## src/rtl/phmem_pkg.sv

```systemverilog
package phmem_pkg;
  typedef struct packed {
    logic acceptWr;  // first copy stores the incoming word
    logic commitB;   // second copy stores the held word
    logic readB;     // second copy serves this edge's read
  } memStrobes_t;
endpackage

```

## src/rtl/ram_1rw.sv

```systemverilog
module ram_1rw #(
  parameter int ADDR_W = 4,
  parameter int DATA_W = 8
) (
  input  logic              clk,
  input  logic              rst,
  input  logic              we,
  input  logic [ADDR_W-1:0] addr,
  input  logic [DATA_W-1:0] wdata,
  output logic [DATA_W-1:0] q,
  input  logic [ADDR_W-1:0] dbgAddr,
  output logic [DATA_W-1:0] dbgData
);
  localparam int DEPTH = 1 << ADDR_W;

  logic [DATA_W-1:0] cells [DEPTH];

  always_ff @(posedge clk) begin
    if (we) cells[addr] <= wdata;
  end

  // single port: a write edge performs no read
  always_ff @(posedge clk) begin
    if (rst)      q <= '0;
    else if (!we) q <= cells[addr];
  end

  assign dbgData = cells[dbgAddr];
endmodule

```

## src/rtl/phmem_ctrl.sv

```systemverilog
module phmem_ctrl
  import phmem_pkg::*;
#(
  parameter int WR_PHASE = 0
) (
  input  logic        clk,
  input  logic        rst,
  input  logic        wrEn,
  output memStrobes_t strb
);
  logic phase;
  logic pending;
  logic inWrPhase;

  assign inWrPhase = (phase == WR_PHASE[0]);

  always_ff @(posedge clk) begin
    if (rst) begin
      phase   <= 1'b0;
      pending <= 1'b0;
    end else begin
      phase   <= ~phase;
      pending <= wrEn & inWrPhase;
    end
  end

  always_comb begin
    strb.acceptWr = wrEn & inWrPhase;
    strb.commitB  = pending;
    strb.readB    = inWrPhase;
  end
endmodule

```

## src/rtl/phmem_dp.sv

```systemverilog
module phmem_dp
  import phmem_pkg::*;
#(
  parameter int ADDR_W      = 4,
  parameter int DATA_W      = 8,
  parameter bit TRANSPARENT = 1'b1
) (
  input  logic              clk,
  input  logic              rst,
  input  memStrobes_t       strb,
  input  logic [ADDR_W-1:0] wrAddr,
  input  logic [DATA_W-1:0] wrData,
  input  logic [ADDR_W-1:0] rdAddr,
  output logic [DATA_W-1:0] rdData,
  input  logic [ADDR_W-1:0] dbgAddr,
  output logic [DATA_W-1:0] dbgDataA,
  output logic [DATA_W-1:0] dbgDataB
);
  localparam int COPIES = 2;

  logic [ADDR_W-1:0] holdAddr;
  logic [DATA_W-1:0] holdData;
  logic              selB;
  logic              bypassQ;
  logic [DATA_W-1:0] copyQ   [COPIES];
  logic [DATA_W-1:0] copyDbg [COPIES];

  always_ff @(posedge clk) begin
    if (rst) begin
      holdAddr <= '0;
      holdData <= '0;
      selB     <= 1'b0;
      bypassQ  <= 1'b0;
    end else begin
      if (strb.acceptWr) begin
        holdAddr <= wrAddr;
        holdData <= wrData;
      end
      selB    <= strb.readB;
      bypassQ <= TRANSPARENT && strb.acceptWr && (rdAddr == wrAddr);
    end
  end

  for (genvar c = 0; c < COPIES; c++) begin : g_copy
    logic              copyWe;
    logic [ADDR_W-1:0] copyAddr;
    logic [DATA_W-1:0] copyWd;

    if (c == 0) begin : g_first
      assign copyWe   = strb.acceptWr;
      assign copyAddr = strb.acceptWr ? wrAddr : rdAddr;
      assign copyWd   = wrData;
    end else begin : g_second
      assign copyWe   = strb.commitB;
      assign copyAddr = strb.commitB ? holdAddr : rdAddr;
      assign copyWd   = holdData;
    end

    ram_1rw #(.ADDR_W(ADDR_W), .DATA_W(DATA_W)) u_ram (
      .clk(clk), .rst(rst), .we(copyWe), .addr(copyAddr), .wdata(copyWd),
      .q(copyQ[c]), .dbgAddr(dbgAddr), .dbgData(copyDbg[c])
    );
  end

  assign rdData   = bypassQ ? holdData : (selB ? copyQ[1] : copyQ[0]);
  assign dbgDataA = copyDbg[0];
  assign dbgDataB = copyDbg[1];
endmodule

```

## src/rtl/phased_dual_mem.sv

```systemverilog
module phased_dual_mem
  import phmem_pkg::*;
#(
  parameter int ADDR_W      = 4,
  parameter int DATA_W      = 8,
  parameter int WR_PHASE    = 0,
  parameter bit TRANSPARENT = 1'b1
) (
  input  logic              clk,
  input  logic              rst,
  input  logic              wrEn,
  input  logic [ADDR_W-1:0] wrAddr,
  input  logic [DATA_W-1:0] wrData,
  input  logic [ADDR_W-1:0] rdAddr,
  output logic [DATA_W-1:0] rdData,
  input  logic [ADDR_W-1:0] dbgAddr,
  output logic [DATA_W-1:0] dbgDataA,
  output logic [DATA_W-1:0] dbgDataB
);
  memStrobes_t strb;

  phmem_ctrl #(.WR_PHASE(WR_PHASE)) u_ctrl (
    .clk(clk), .rst(rst), .wrEn(wrEn), .strb(strb)
  );

  phmem_dp #(.ADDR_W(ADDR_W), .DATA_W(DATA_W), .TRANSPARENT(TRANSPARENT)) u_dp (
    .clk(clk), .rst(rst), .strb(strb), .wrAddr(wrAddr), .wrData(wrData),
    .rdAddr(rdAddr), .rdData(rdData), .dbgAddr(dbgAddr),
    .dbgDataA(dbgDataA), .dbgDataB(dbgDataB)
  );
endmodule

```

## config.mk

```make
export PLATFORM = sky130hd
export DESIGN_NAME = phased_dual_mem
export DESIGN_NICKNAME = d
export VERILOG_FILES = /design/src/rtl/phmem_pkg.sv /design/src/rtl/ram_1rw.sv /design/src/rtl/phmem_ctrl.sv /design/src/rtl/phmem_dp.sv /design/src/rtl/phased_dual_mem.sv
export SDC_FILE = /design/constraint.sdc
export NUM_CORES = 1
export LEC_CHECK = 0
export CAP_MARGIN = 20
export CORE_MARGIN = 2
export CORE_UTILIZATION = 40
export DETAILED_ROUTE_END_ITERATION = 8
export DONT_BUFFER_PORTS = 1
export MAX_ROUTING_LAYER = met4
export PLACE_DENSITY = 0.61
export RECOVER_POWER = 50
export SETUP_SLACK_MARGIN = 0.05
export SYNTH_ARGS = -nofsm -noshare
export SYNTH_HDL_FRONTEND = slang
export SYNTH_SLANG_ARGS = --single-unit
```

## constraint.sdc

```tcl
create_clock -name clk -period 4.35 [get_ports clk]
set_input_delay 1.0875 -clock clk [delete_from_list [all_inputs] [get_ports clk]]
set_output_delay 1.0875 -clock clk [all_outputs]
set_load 0.02 [all_outputs]
```

* Word level (Yosys, flattened, before mapping) *
Memory sizes are Yosys's and may differ from the RTL's. A register that Yosys moved wholly into a read port is not among the register bits.
Cells that the tools add are included.

cells by class
  multipliers = 0
  magnitude comparators = 0
  bitwise operators = 2
  eq/ne operators = 1
  div/mod/pow operators = 0
  multiplexer cells = 8
  reductions and logical operators = 3
  add/sub/neg operators = 0
  shift-type cells = 0

operator list
  cell               number
  $mux 8             2
  $mux 4             2
  $eq 4x4->1         1
  $mux 1             4
  $logic_not 1->1    2
  $and 1x1->1        1
  $logic_and 1x1->1  1
  $not 1->1          1

storage, ports and cells
  register bits after elaboration = 15
  output and inout bits = 24
  bits in read-only memories = 0
  latch bits = 0
  memories = 2
  RAM bits = 256

memories
  memory                      words  bits a word  read ports  clocked after Yosys merged registers in  wr ports  RTL line       source
  u_dp.g_copy[0].u_ram.cells  16     8            2           1                                        1         ram_1rw.sv:16  logic [DATA_W-1:0] cells [DEPTH];
  u_dp.g_copy[1].u_ram.cells  16     8            2           1                                        1         ram_1rw.sv:16

* Logic depth before layout (Yosys ltp) *
Gate-level depths: netlist of the first run.

  word-level depth = 4
  mapped depth = 8
  depth with buffers taken out = 6

* By module *
Synthesis of the first run repeated with hierarchy kept, for this count alone.

unflattened totals
  cells, all modules = 778
  area total of the unflattened synthesis = 13497.9 um2

modules (own cells, without submodules)
  module      area an instance (um2)  seq. area each (um2)  instances  cells an instance
  ram_1rw     6329.8                  4003.8                2          337
  phmem_dp    757.0                   280.3                 1          96
  phmem_ctrl  81.3                    40.0                  1          8

* Least setup slack after synthesis of the first run *
Ideal clock, no wire load.

  path kind = input-to-output
  start point = input dbgAddr[1]
  end point = output dbgDataA[7]
  path buffers = 3
  data required time = 3.263 ns
  arrival time = 2.802 ns
  setup slack = 0.461 ns
  cell stages on the path = 5
  cell sequence = buf_2 -> buf_2 -> buf_1 -> mux4_2 -> mux4_2

on the way
  word-level cells in the longest chain between the ends = 1

RTL lines
  what                RTL line               source
  start: declaration  phased_dual_mem.sv:16  input logic [ADDR_W-1:0] dbgAddr,
  $mem_v2 16x8        n/a
  end: declaration    phased_dual_mem.sv:17  output logic [DATA_W-1:0] dbgDataA,

No other way between the ends.

* Worst setup path after layout of the first run *
  start point = register u_dp.selB
  end point = output rdData[3]

on the way
  word-level cells in the longest chain between the ends = 2

RTL lines
  what                      RTL line               source
  start: declaration        phmem_dp.sv:23         logic selB;
  start signal: assignment  phmem_dp.sv:39         selB <= strb.readB;
  $mux 8 (2 in series)      phmem_dp.sv:65         assign rdData = bypassQ ? holdData : (selB ? copyQ[1] : copyQ[0]);
  end: declaration          phased_dual_mem.sv:15  output logic [DATA_W-1:0] rdData,

No other way between the ends.

==> run_results.csv, run 1 <==
group,metric,value,unit
setup_path,rr_startpoint,"u_ctrl.pending",
synthesis,synth-seq-cells,287,
timing,hold_violations,0,
drt,dr.pass1.iters,5,
place,placed_cell_area,0.0135,mm^2
clock_tree,cts-root-buf,"clkbuf_16",
setup_path,crit_arrival,2430,ps
clock_tree,cts_setup_buffers,0,
setup_path,cp-startpoint,"u_dp.selB",
setup_path,crit_chain,"mux2i_1 -> o21ai_0",
drt,wirelength,34800,um
drt,drc_errors,0,
status,status,"finished, final reports clean",
synthesis,yosys.area.top_type,"edfxtp_1",
pwr,vdd_drop_max,0.000301,V
floorplanning,core,0.0317,mm^2
synthesis,synth_edf_count,256,
setup_path,cp-start-kind,"register",
layout,nets,805,
setup_path,crit_family,"compound AO/OA/AOI/OAI gates",
floorplanning,start_util,40.9,%
synthesis,synthFlopType,"edfxtp_1",
clock_tree,path_clk_slew,70,ps
synthesis,synth.area.top_cells,"edfxtp_1, mux4_2, dfxtp_1, a22oi_1, a21oi_1",
synthesis,ys_seq_area_share,64.0,%
drt,postRouteAntennaNets,0,
setup_path,r2r_setup_slack,890,ps
floorplanning,die_y,184,um
setup_path,critical_path_class,"reg2out",
timing,rsz0062_at_grt,"no",
timing,maxSlewViolCount,0,
floorplanning,rows,65,
timing,min_period,3520,ps
setup_path,r2r_end,"u_dp.g_copy[1].u_ram.q[0]",
clock_tree,cts_max_level,1,
grt,grt_pass1_wl,50300,um
synthesis,syn_inst,766,
clock_tree,cts_tree,"done",
layout,drive_gt1_share,25.3,%
setup_path,slowest_stage,"o21ai_0",
pwr,power_density,423,mW/mm^2
setup_path,crit_end,"rdData[3]",
clock_tree,clkSinkCount,287,
grt,antenna_found_initial,1,
setup_path,timing.critical_path.slowest_cell_delay,940,ps
drt,wire_per_inst,28.8,um
clock_tree,cts_buffers,30,
layout,antenna_cells,0,
place,post-dp-hpwl,21500,um
grt,grt_overflow_total,0,
setup_path,critPathMaxFanout,15,
drt,num_vias,7556,
layout,mostFrequentLayoutCells,"edfxtp_1, mux4_2, a22oi_1, a21oi_1, nand2_1",
layout,final_common_cell,"edfxtp_1",
place,io_buffer_count,0,
clock_tree,clk_path_buf_depth,3,
drt,viasPerCell,6.25,
grt,grt_usage,21.2,%
timing,fmax,284,MHz
synthesis,ys_types,40,
setup_path,worst-path-buf-inv,0,
setup_path,worst-path-stages,2,
flow_run,max_cap_violations,0,
setup_path,end_kind,"output port",
timing,finClkSkew,19.5,ps
layout,num-fill-cells,2732,
timing,tightestPinTransition,1190,ps
grt,grt_max_degree,65,
synthesis,synth.avg_cell_area,16.9,um^2
pwr,power,0.00615,W
drt,first_iter_violations,873,
timing,final-setup-viol-count,0,
layout,area_growth,12.2,%
synthesis,async_flop_share,0,%
synthesis,synth_top_area_share,59.2,%
grt,grt_pass1_vias,7447,
timing,hold_ws,469,ps
timing,slew_headroom,19.8,%
clock_tree,cts_resized,0,
place,routabilityCongestion,0.819,
floorplanning,io-pin-count,47,
min_path,hold_class,"reg2reg",
synthesis,yosys_warnings,0,
clock_tree,insertion_delay,560,ps
clock_tree,cts_hold_buf,0,
setup_path,required,3260,ps
min_path,hold_depth,2,
floorplanning,die_x,184,um
synthesis,syn_nets,789,
timing,setup_tns,0,ps
synthesis,synth.cell_area,0.0130,mm^2
floorplanning,die-area,0.0339,mm^2
pwr,p_leak,4.51,nW
setup_path,reg2reg_depth,7,
timing,min_period_over_period,80.8,%
layout,fin_area,0.0146,mm^2
[sequential cells by signal (all words and copies together) (netlist names)]
signal / count
u_dp.holdAddr: 4
u_dp.bypassQ: 1
u_ctrl.pending: 1
u_dp.g_copy.u_ram.cells: 256
u_dp.selB: 1
u_dp.g_copy.copyWd: 8
u_dp.g_copy.u_ram.q: 16
[where the power goes]
| part | switching (W) | internal [W] | total, W |
|---|---|---|---|
| Clock | 0.00106 | 0.00151 | 0.00258 |
| Combinational | 0.000264 | 0.000220 | 0.000484 |
| Sequential | 0.0000487 | 0.00305 | 0.00309 |
| Total | 0.00138 | 0.00478 | 0.00615 |
[cell type report]
cell class                 count  area, um^2  area share [%]
inverter                       2        7.51          0.0516
clock inverter                14        78.8           0.542
timing repair buffer          41         297            2.04
clock buffer                  42         943            6.48
tap                          402         503            3.46
multi-input combinational    420        4420            30.4
sequential                   287        8310            57.1
[worst min path at each step]
stage	start	end	slack, ps
global placement	u_dp.g_copy[1].u_ram.q[7]	u_dp.g_copy[1].u_ram.q[7]	450
floorplan	u_dp.g_copy[1].u_ram.q[7]	u_dp.g_copy[1].u_ram.q[7]	440
global route	u_dp.g_copy[1].u_ram.q[7]	u_dp.g_copy[1].u_ram.q[7]	500
finish	u_dp.g_copy[1].u_ram.q[7]	u_dp.g_copy[1].u_ram.q[7]	470
CTS	u_dp.g_copy[1].u_ram.q[7]	u_dp.g_copy[1].u_ram.q[7]	470
detailed placement	u_dp.g_copy[1].u_ram.q[7]	u_dp.g_copy[1].u_ram.q[7]	460
[routing by layer]
layer | routed length, um | vias to the layer above | share of wire (%) | track usage, %
li1 | - | 3219 | - | -
met1 | 14100 | 3932 | 40 | 28.0
met2 | 16700 | 361 | 48 | 33.1
met3 | 3390 | 44 | 9.8 | 6.01
met4 | 593 | 0 | 1.7 | 4.22
met5 | 0 | - | 0 | -
[Yosys cell counts, types with 2 or more instances]
library cell	number
o21ai_0	8
nor2b_1	26
o21ai_1	4
xor2_1	3
mux4_2	111
buf_4	6
dfxtp_1	31
nor3b_1	2
nand4bb_1	2
buf_6	2
o31a_1	2
nor4_1	16
nand2b_1	5
a22oi_1	64
a21oi_1	44
nand3_1	2
buf_2	17
a22o_1	7
nor3_1	12
mux2i_1	14
a211oi_1	9
inv_1	2
edfxtp_1	256
nand2_1	40
nor2_1	34
nand3b_1	2
clkbuf_1	23
a31oi_1	3
buf_1	8
[logic make-up after synthesis]
group | count (synthesis) | share of synthesized area, %
AOI/OAI and AO/OA | 145 | 7.42
xor gates and xnor gates | 4 | 0.270
buffers and inverters | 59 | 2.17
DFF | 287 | 64.0
muxes | 127 | 20.6
and+or+nand+nor | 144 | 5.54
[per-stage QoR]
stage	std cells	worst slack, ps	util (%)
3_3_place_gp	1151	1060	42.7
4_1_cts	1207	905	45.9
6_report	1208	834	45.9
3_5_place_dp	1151	1040	42.7
5_1_grt	1208	633	45.9
2_1_floorplan	766	461	-
[tightest hold or removal path: cells and delay by family, from the launching register on]
kind,cells,cell delay (ps)
flip-flops,1,310
AND/OR/NAND/NOR,1,50
AO/OA/AOI/OAI,1,60
(Power assumes the default switching activity.)
==> inputs of run 2 (changes only) <==
--- a/config.mk
+++ b/config.mk
@@ -11,7 +11,7 @@
 export DETAILED_ROUTE_END_ITERATION = 8
 export DONT_BUFFER_PORTS = 1
 export MAX_ROUTING_LAYER = met4
-export PLACE_DENSITY = 0.61
+export PLACE_DENSITY = 0.63
 export RECOVER_POWER = 50
 export SETUP_SLACK_MARGIN = 0.05
 export SYNTH_ARGS = -nofsm -noshare
==> constraint.sdc (replaced) <==
create_clock -name clk -period 3.1 [get_ports clk]
set_input_delay 0.775 -clock clk [delete_from_list [all_inputs] [get_ports clk]]
set_output_delay 0.775 -clock clk [all_outputs]
set_load 0.02 [all_outputs]
==> run_results.csv, run 2 (synthesis results as in run 1) <==
group,metric,value,unit
setup_path,required,2320,ps
drt,drc_errors,0,
grt,grt_pass1_wl,51300,um
setup_path,r2r_end,"u_dp.g_copy[1].u_ram.q[4]",
setup_path,end_kind,"output port",
drt,viasPerCell,6.31,
drt,num_vias,7789,
layout,area_growth,14.3,%
clock_tree,cts_max_level,1,
floorplanning,rows,65,
setup_path,crit_family,"multiplexers",
setup_path,crit_arrival,2100,ps
min_path,hold_depth,1,
layout,final_common_cell,"edfxtp_1",
floorplanning,die-area,0.0339,mm^2
setup_path,crit_chain,"mux4_2 -> mux4_2",
place,io_buffer_count,0,
place,routabilityCongestion,0.827,
layout,largest_register,"u_dp.g_copy.u_ram.cells",
pwr,internal-power,0.00698,W
setup_path,critPathMaxFanout,2,
timing,rsz0062_at_grt,"no",
drt,wirelength,35100,um
timing,tightestPinTransition,1040,ps
layout,mostFrequentLayoutCells,"edfxtp_1, mux4_2, a22oi_1, buf_4, a21oi_1",
timing,maxSlewViolCount,0,
layout,nets,831,
min_path,worstHoldStart,"rst",
grt,grt_max_degree,65,
min_path,min_to,"u_dp.g_copy[0].u_ram.q[6]",
clock_tree,cts_resized,0,
setup_path,cp-startpoint,"u_dp.g_copy[0].u_ram.cells[14][6]",
clock_tree,cts_buffers,30,
grt,grt_overflow_total,0,
grt,grt_usage,21.6,%
flow_run,max_cap_violations,0,
timing,min_period_over_period,92.7,%
floorplanning,die_x,184,um
clock_tree,clkSinkCount,287,
setup_path,timing.critical_path.slowest_cell_delay,600,ps
clock_tree,path_clk_slew,70,ps
pwr,p_comb_share,8.1,%
pwr,power_density,604,mW/mm^2
drt,first_iter_violations,1090,
status,status,"finished, final reports clean",
clock_tree,clk_path_buf_depth,3,
setup_path,reg2reg_depth,7,
clock_tree,insertion_delay,570,ps
pwr,clock_power_share,43.6,%
drt,dr.pass1.iters,5,
setup_path,worst-path-stages,2,
clock_tree,cts_tree,"done",
timing,min_period,2870,ps
pwr,power_switching_share,22.1,%
setup_path,rr_startpoint,"u_dp.holdAddr[1]",
setup_path,critical_path_class,"reg2out",
timing,slew_headroom,30.6,%
setup_path,crit_path_frequent_cell,"mux4_2",
floorplanning,io-pin-count,47,
timing,hold_violations,0,
setup_path,cp-start-kind,"register",
floorplanning,die_y,184,um
setup_path,worst-path-buf-inv,0,
layout,layout.cells.non_filler,1234,
min_path,hold_class,"in2reg",
pwr,p_leak,4.66,nW
layout,drive_gt1_share,27.2,%
timing,setup_tns,0,ps
timing,finClkSkew,25.0,ps
clock_tree,cts_hold_buf,0,
grt,grt_pass1_vias,7625,
pwr,netSwitchingPower,0.00198,W
clock_tree,cts_setup_buffers,0,
pwr,vdd_drop_max,0.000442,V
timing,final-setup-viol-count,0,
place,post-dp-hpwl,22500,um
setup_path,r2r_setup_slack,460,ps
drt,wire_per_inst,28.5,um
grt,antenna_found_initial,1,
timing,fmax,348,MHz
place,placedCellCount,1178,
floorplanning,start_util,40.9,%
layout,largest_reg_flops,256,
layout,num-fill-cells,2650,
clock_tree,cts-root-buf,"clkbuf_16",
setup_path,slowest_stage,"mux4_2",
floorplanning,core,0.0317,mm^2
pwr,p_seq_share,48.3,%
drt,postRouteAntennaNets,0,
-- run 2: cell count changes in the layout (fill, tap and decap cells not counted), sizes merged --
| cell | delta |
|---|---|
| clkinvlp | +1 |
| bufinv | +7 |
| buf | +24 |
| inv | +1 |
| diode | +1 |
| clkbuf | -8 |
-- run 2: power by group through the flow --
stage / registers, W / logic [W] / clock network [W]
2_1_floorplan: 0.00439 / 0.000567 / 0
3_3_place_gp: 0.00441 / 0.000724 / 0
4_1_cts: 0.00433 / 0.000732 / 0.00395
6_report: 0.00433 / 0.000727 / 0.00390
5_1_grt: 0.00434 / 0.000774 / 0.00411
3_5_place_dp: 0.00441 / 0.000727 / 0
-- run 2: layout make-up --
cell class                 instances  area, um^2  share of cell area (%)
tap                              402         503                    3.39
inverter                           2        7.51                  0.0506
clock inverter                    23         322                    2.17
multi-input combinational        420        4410                    29.8
timing repair buffer              67         518                    3.49
sequential                       287        8310                    56.0
antenna                            1        2.50                  0.0169
clock buffer                      32         758                    5.11
-- run 2: worst reg2reg max path: stages, from the launching register on --
cell and delay [ps]:
dfxtp_1 550, mux2_4 410, buf_4 280, mux4_2 510, nor2b_1 140, nor4_1 390, buf_4 200, nor3_1 40
-- run 2: worst max path at each step --
stage                                           end  slack (ps)
after floorplan                         dbgDataA[0]         110
after global placement    u_dp.g_copy[1].u_ram.q[4]         290
after detailed placement  u_dp.g_copy[1].u_ram.q[4]         290
after CTS                               dbgDataA[6]         180
after global routing                      rdData[7]         120
final                                   dbgDataA[6]         230
-- run 2: metrics by stage --
| step | cell area, um^2 | setup WS, ps | hold WS (ps) | util [%] | power (W) |
|---|---|---|---|---|---|
| 5_1_grt | 14800 | 120 | 250 | 46.8 | 0.00922 |
| 3_5_place_dp | 13800 | 288 | 456 | 43.4 | 0.00514 |
| 4_1_cts | 14900 | 184 | 258 | 46.8 | 0.00901 |
| 6_report | 14800 | 227 | 271 | 46.8 | 0.00896 |
| 2_1_floorplan | 13000 | 109 | 442 | - | 0.00496 |
| 3_3_place_gp | 13800 | 292 | 449 | 43.4 | 0.00513 |
-- run 2: per-layer routing --
layer	routed length, um	GRT usage [%]	vias to the layer above
li1	-	-	3267
met4	1100	6.69	0
met1	14900	30.8	4014
met2	15800	31.3	435
met3	3400	4.54	73
met5	0	-	-
